<file path="config.mk">
export PLATFORM = sky130hd
export DESIGN_NAME = usr_shift_reg
export DESIGN_NICKNAME = d
export VERILOG_FILES = /design/src/rtl/usr_pkg.sv /design/src/rtl/usr_next.sv /design/src/rtl/usr_bus_ctl.sv /design/src/rtl/usr_shift_reg.sv
export SDC_FILE = /design/constraint.sdc
export NUM_CORES = 1
export LEC_CHECK = 0
export ABC_CLOCK_PERIOD_IN_PS = 1900
export BUFFER_PORTS_ARGS = -buffer_cell sky130_fd_sc_hd__buf_2
export CAP_MARGIN = 40
export CORE_AREA = 2 2 39 41
export DETAILED_ROUTE_END_ITERATION = 12
export DIE_AREA = 0 0 41 43
export GPL_TIMING_DRIVEN = 0
export PLACE_DENSITY_LB_ADDON = 0.2
export SLEW_MARGIN = 25
export SYNTH_ARGS = -nofsm -noshare
export SYNTH_HDL_FRONTEND = slang
export SYNTH_SLANG_ARGS = --single-unit
</file>
<file path="constraint.sdc">
create_clock -name clk -period 1.9 [get_ports clk]
set_input_delay 0.19 -clock clk [delete_from_list [all_inputs] [get_ports clk]]
set_output_delay 0.19 -clock clk [all_outputs]
set_load 0.02 [all_outputs]
</file>
<file path="src/rtl/usr_pkg.sv">
package usr_pkg;
  typedef enum logic [1:0] {
    MODE_HOLD = 2'b00,
    MODE_UP   = 2'b01,
    MODE_DOWN = 2'b10,
    MODE_LOAD = 2'b11
  } usr_mode_e;
endpackage

</file>
<file path="src/rtl/usr_next.sv">
module usr_next
  import usr_pkg::*;
#(
  parameter int W = 8
) (
  input  logic         clr_n,
  input  logic [1:0]   mode,
  input  logic         ser_in_lo,
  input  logic         ser_in_hi,
  input  logic [W-1:0] bus_in,
  input  logic [W-1:0] q,
  output logic [W-1:0] d,
  output logic         en
);
  logic [W-1:0] from_below;
  logic [W-1:0] from_above;

  assign from_below = {q[W-2:0], ser_in_lo};
  assign from_above = {ser_in_hi, q[W-1:1]};

  // clock enable: idle only when holding and not clearing
  assign en = !clr_n || (usr_mode_e'(mode) != MODE_HOLD);

  for (genvar i = 0; i < W; i++) begin : g_bit
    always_comb begin
      if (!clr_n) begin
        d[i] = 1'b0;
      end else begin
        unique case (usr_mode_e'(mode))
          MODE_LOAD: d[i] = bus_in[i];
          MODE_UP:   d[i] = from_below[i];
          MODE_DOWN: d[i] = from_above[i];
          default:   d[i] = q[i];
        endcase
      end
    end
  end
endmodule

</file>
<file path="src/rtl/usr_bus_ctl.sv">
module usr_bus_ctl
  import usr_pkg::*;
(
  input  logic [1:0] mode,
  input  logic       oe_a_n,
  input  logic       oe_b_n,
  output logic       bus_oe
);
  logic load_sel;

  assign load_sel = (usr_mode_e'(mode) == MODE_LOAD);
  // release the bus for incoming load data even if enables are active
  assign bus_oe   = !oe_a_n && !oe_b_n && !load_sel;
endmodule

</file>
<file path="src/rtl/usr_shift_reg.sv">
module usr_shift_reg
  import usr_pkg::*;
#(
  parameter int W = 8
) (
  input  logic         clk,
  input  logic         clr_n,
  input  logic [1:0]   mode,
  input  logic         oe_a_n,
  input  logic         oe_b_n,
  input  logic         ser_in_lo,
  input  logic         ser_in_hi,
  input  logic [W-1:0] bus_in,
  output logic [W-1:0] bus_out,
  output logic         bus_oe,
  output logic         ser_out_lo,
  output logic         ser_out_hi
);
  localparam int MSB = W - 1;

  logic [W-1:0] q;
  logic [W-1:0] q_d;
  logic         q_en;

  usr_next #(.W(W)) next_i (
    .clr_n     (clr_n),
    .mode      (mode),
    .ser_in_lo (ser_in_lo),
    .ser_in_hi (ser_in_hi),
    .bus_in    (bus_in),
    .q         (q),
    .d         (q_d),
    .en        (q_en)
  );

  always_ff @(posedge clk) begin
    if (q_en) begin
      q <= q_d;
    end
  end

  usr_bus_ctl bus_ctl_i (
    .mode   (mode),
    .oe_a_n (oe_a_n),
    .oe_b_n (oe_b_n),
    .bus_oe (bus_oe)
  );

  assign bus_out    = q;
  assign ser_out_lo = q[0];
  assign ser_out_hi = q[MSB];

  assert_clear_R4: assert property (@(posedge clk)
    !clr_n |=> (q == '0));

  assert_load_R1: assert property (@(posedge clk) disable iff (!clr_n)
    (usr_mode_e'(mode) == MODE_LOAD) |=> (q == $past(bus_in)));

  assert_shift_up_R2: assert property (@(posedge clk) disable iff (!clr_n)
    (usr_mode_e'(mode) == MODE_UP) |=> (q == {$past(q[MSB-1:0]), $past(ser_in_lo)}));

  assert_shift_down_R3: assert property (@(posedge clk) disable iff (!clr_n)
    (usr_mode_e'(mode) == MODE_DOWN) |=> (q == {$past(ser_in_hi), $past(q[MSB:1])}));

  assert_hold_R5: assert property (@(posedge clk) disable iff (!clr_n)
    (usr_mode_e'(mode) == MODE_HOLD) |=> $stable(q));

  assert_enable_off_R6: assert property (@(posedge clk)
    (oe_a_n || oe_b_n) |-> !bus_oe);

  assert_bus_release_R7: assert property (@(posedge clk)
    (usr_mode_e'(mode) == MODE_LOAD) |-> !bus_oe);
endmodule

</file>
==> reports/results.env <==
OUTCOME='completed'
POST_CTS_RESIZE_COUNT=0
ROOT_BUFFER='sky130_fd_sc_hd__clkbuf_4'
FLOORPLAN.DIE_AREA_UM2=1763
VIAS=466
N_ANTENNA_CELL=0
POST_SYNTH_NUM_CELL_TYPES=11
CRITICAL_PATH_ARRIVAL_PS=1360
POST-CTS-SETUP-BUFFER-COUNT=0
INITIAL_UTILIZATION_PCT=35.90
CRITICAL_PATH_BUF_INV_COUNT=3
TIMING.CRITICAL_PATH.FANOUT_MAX=9
LEADING_CELL_TYPES_BY_TOTAL_AREA_AFTER_SYNTHESIS='sky130_fd_sc_hd__edfxtp_1 (48%), sky130_fd_sc_hd__a22oi_1 (12%), sky130_fd_sc_hd__ha_1 (10%)'
WORST_IR_DROP_VDD_uV=288.5
POSTSYNTHREGISTERBITS=8
POST_CTS_HOLD_BUFFER_COUNT=0
FF_LATCH_AREA_UM2=240.2
RSZ_0062_RAISED_AFTER_GLOBAL_ROUTING='false'
CLK_PATH_BUF_DEPTH=2
GLOBAL_ROUTE.USAGE.TOTAL_PCT=15.05
LAYOUT-DRIVE-GT1-SHARE_PCT=48.00
POSTLAYOUTCOREUTIL_PCT=48.37
CELL_COUNT_AFTER_PLACEMENT=88
MAX_FREQ_MHz=675.7
SYNTH.LARGEST_AREA_CELL='sky130_fd_sc_hd__edfxtp_1'
SYNTH.NET_COUNT=66
AREA_DELTA_SYNTH_FINAL_PCT=34.76
WORST_PIN_SLEW_PS=744.7
MULTIINPUTGATEAREA_UM2=212.7
GLOBAL_ROUTE_WIRE_LENGTH_BEFORE_REPAIR_UM=1773
WORST_PATH_DOMINANT_CELL_FAMILY='compound AO/OA/AOI/OAI gates'
REPORT.FINAL.SLEW_VIOL_COUNT=0
CP_SLOWEST_CELL='sky130_fd_sc_hd__o21ai_1'
FINAL_NETS=97
POSTPLACECELLAREA_UM2=646.9
PORT_BUFFERS=26
DRC=0
HOLD_SLACK_PS=283.7
P_TOTAL_uW=510.6
GLOBALPLACE.CONGESTION=0.6535
YOSYSWARNINGS=0
CTS-HTREE-LEVELS=1
NUM_IO_PINS=27
CTS_SINKS=8
CLOCK_SKEWS_PS=2.632
MAXSLEWHEADROOM_PCT=50.02
NUMBER_OF_GLOBAL_ROUTE_VIAS_BEFORE_REPAIR=432
CRIT_PATH_END_KIND='flip-flop'
MOST_PREVALENT_STANDARD_CELL_ON_THE_CRITICAL_PATH='sky130_fd_sc_hd__buf_2'
CTS-BUFFERS-INSERTED=3
POST_ROUTE_CELL_AREA_UM2=669.4
CP_DATA_REQUIRED_TIME_PS=1780
GRT.OVERFLOW.TOTAL=0
WORST-SETUP-PATH-TYPE='in2reg'
DIE_Y_EXTENT_UM=43
HOLD_PATH_CLASS='in2reg'
FP-ROW-COUNT=14
SYNTH-SEQ-AREA-SHARE_PCT=48.36
CP_CELL_SEQUENCE='buf_2, inv_1, ha_1, buf_2, nor3_1, o21ai_1'
FP.DIEW_UM=41
DRT.ANTENNA.VIOLATING_NETS=0
CLOCK_TREE_FROM_TRITONCTS='done'
WL_PER_CELL_UM=12.12
SLOWEST_DELAY_PS=590
FINALSETUPVIOLCOUNT=0
HOLD_VIOL=0
CELLLEAKAGEPOWER_nW=0.3138
DRTPASS1ITERATIONS=4
LAYOUT.CELLS.MOST_COMMON_LIST='sky130_fd_sc_hd__buf_2 (28), sky130_fd_sc_hd__a22oi_1 (8), sky130_fd_sc_hd__a21oi_1 (8), sky130_fd_sc_hd__edfxtp_1 (8), sky130_fd_sc_hd__o21ai_0 (6)'
HALF_PERIMETER_WIRE_LENGTH_AFTER_DETAILED_PLACEMENT_UM=861.1
POWER_PER_CELL_AREA_nW_PER_UM2=762.7
MAX_CAP_VIOLATIONS=0
VIAS_PER_CELL=5.121
MIN_PERIOD_OVER_PERIOD_PCT=77.89
LAYOUT.FILLER_CELLS=135
GRT_ANTENNA_BEFORE_REPAIR=0
CLK_PIN_SLEW_PS=50
SYNTHDOMINANTCELLAREASHARE_PCT=48.36
LAYOUT.CELLS.NON_FILLER=91
DRT_ITER0_DRC=12
INSERTION_DELAY_PS=250
POSTROUTEWIRELENGTH_UM=1103
FINAL.MIN_CLOCK_PERIOD_PS=1480
NETLIST_INSTANCES=46
SYNTH_AREA_PER_CELL_UM2=10.80
LARGEST_REG_FLOPS=8
TYPE_OF_ORIGIN_OF_THE_CRITICAL_PATH='primary input'
DESIGN.CORE.AREA_UM2=1384
SYNTHESIS.AREA_UM2=496.7
GRT_START_MAX_NET_PINS=11
COMMONEST_NON_FILL_NON_TAP_CELL_IN_THE_LAYOUT='sky130_fd_sc_hd__buf_2'
[final timing paths]
kind         slack, ps          to       start  cells past startpoint
max reg2reg        940  bus_out[4]  bus_out[3]                      2
max                420  bus_out[0]     mode[1]                      6
min reg2reg        690  bus_out[6]  bus_out[7]                      2
min                280  bus_out[1]   bus_in[1]                      3
[worst register-to-register path: cells and delay by family, from the launching register on]
family | cells | cell delay [ps]
AOI/OAI and AO/OA | 2 | 300
DFF | 1 | 430
[kinds of logic after synthesis]
family | count (synthesis) | share of synthesized area (%)
adders and majority gates | 4 | 10.08
AOI/OAI and AO/OA | 25 | 30.73
and+or+nand+nor | 2 | 2.015
buffers and inverters | 7 | 8.816
DFF | 8 | 48.36
[stage by stage]
stage               setup TNS, ps  worst slack (ps)
finish                          0             420.0
floorplan                       0             298.2
global route                    0             311.6
global placement            -1081            -135.3
detailed placement              0             155.4
CTS                             0             419.6
[layout make-up]
| class | count | area share, % |
|---|---|---|
| multi-input combinational | 31 | 31.78 |
| clock buffer | 3 | 3.364 |
| tap | 16 | 2.991 |
| sequential | 8 | 35.89 |
| timing repair buffer | 26 | 19.44 |
| inverter | 2 | 1.121 |
| buffer | 5 | 5.421 |
[layer usage]
| metal | wire [um] | GRT usage, % |
|---|---|---|
| met1 | 453 | 18.69 |
| met2 | 561 | 23.13 |
| met3 | 77 | 3.141 |
| met4 | 10 | 8.000 |
| met5 | 0 | 0 |
[Yosys cell counts]
cell and count:
sky130_fd_sc_hd__buf_4 2, sky130_fd_sc_hd__o21ai_0 7, sky130_fd_sc_hd__inv_1 2, sky130_fd_sc_hd__a22oi_1 8, sky130_fd_sc_hd__a21oi_1 8, sky130_fd_sc_hd__ha_1 4
sky130_fd_sc_hd__o21ai_2 2, sky130_fd_sc_hd__buf_6 1, sky130_fd_sc_hd__nor3_1 2, sky130_fd_sc_hd__edfxtp_1 8, sky130_fd_sc_hd__buf_2 2
[where the power goes]
part	internal [mW]	switching, mW	total [mW]
clock network	0.0722	0.0566	0.129
registers	0.222	0.0157	0.238
logic	0.0583	0.0860	0.144
total	0.352	0.158	0.511
No activity file was read; power rests on OpenSTA's default activity.
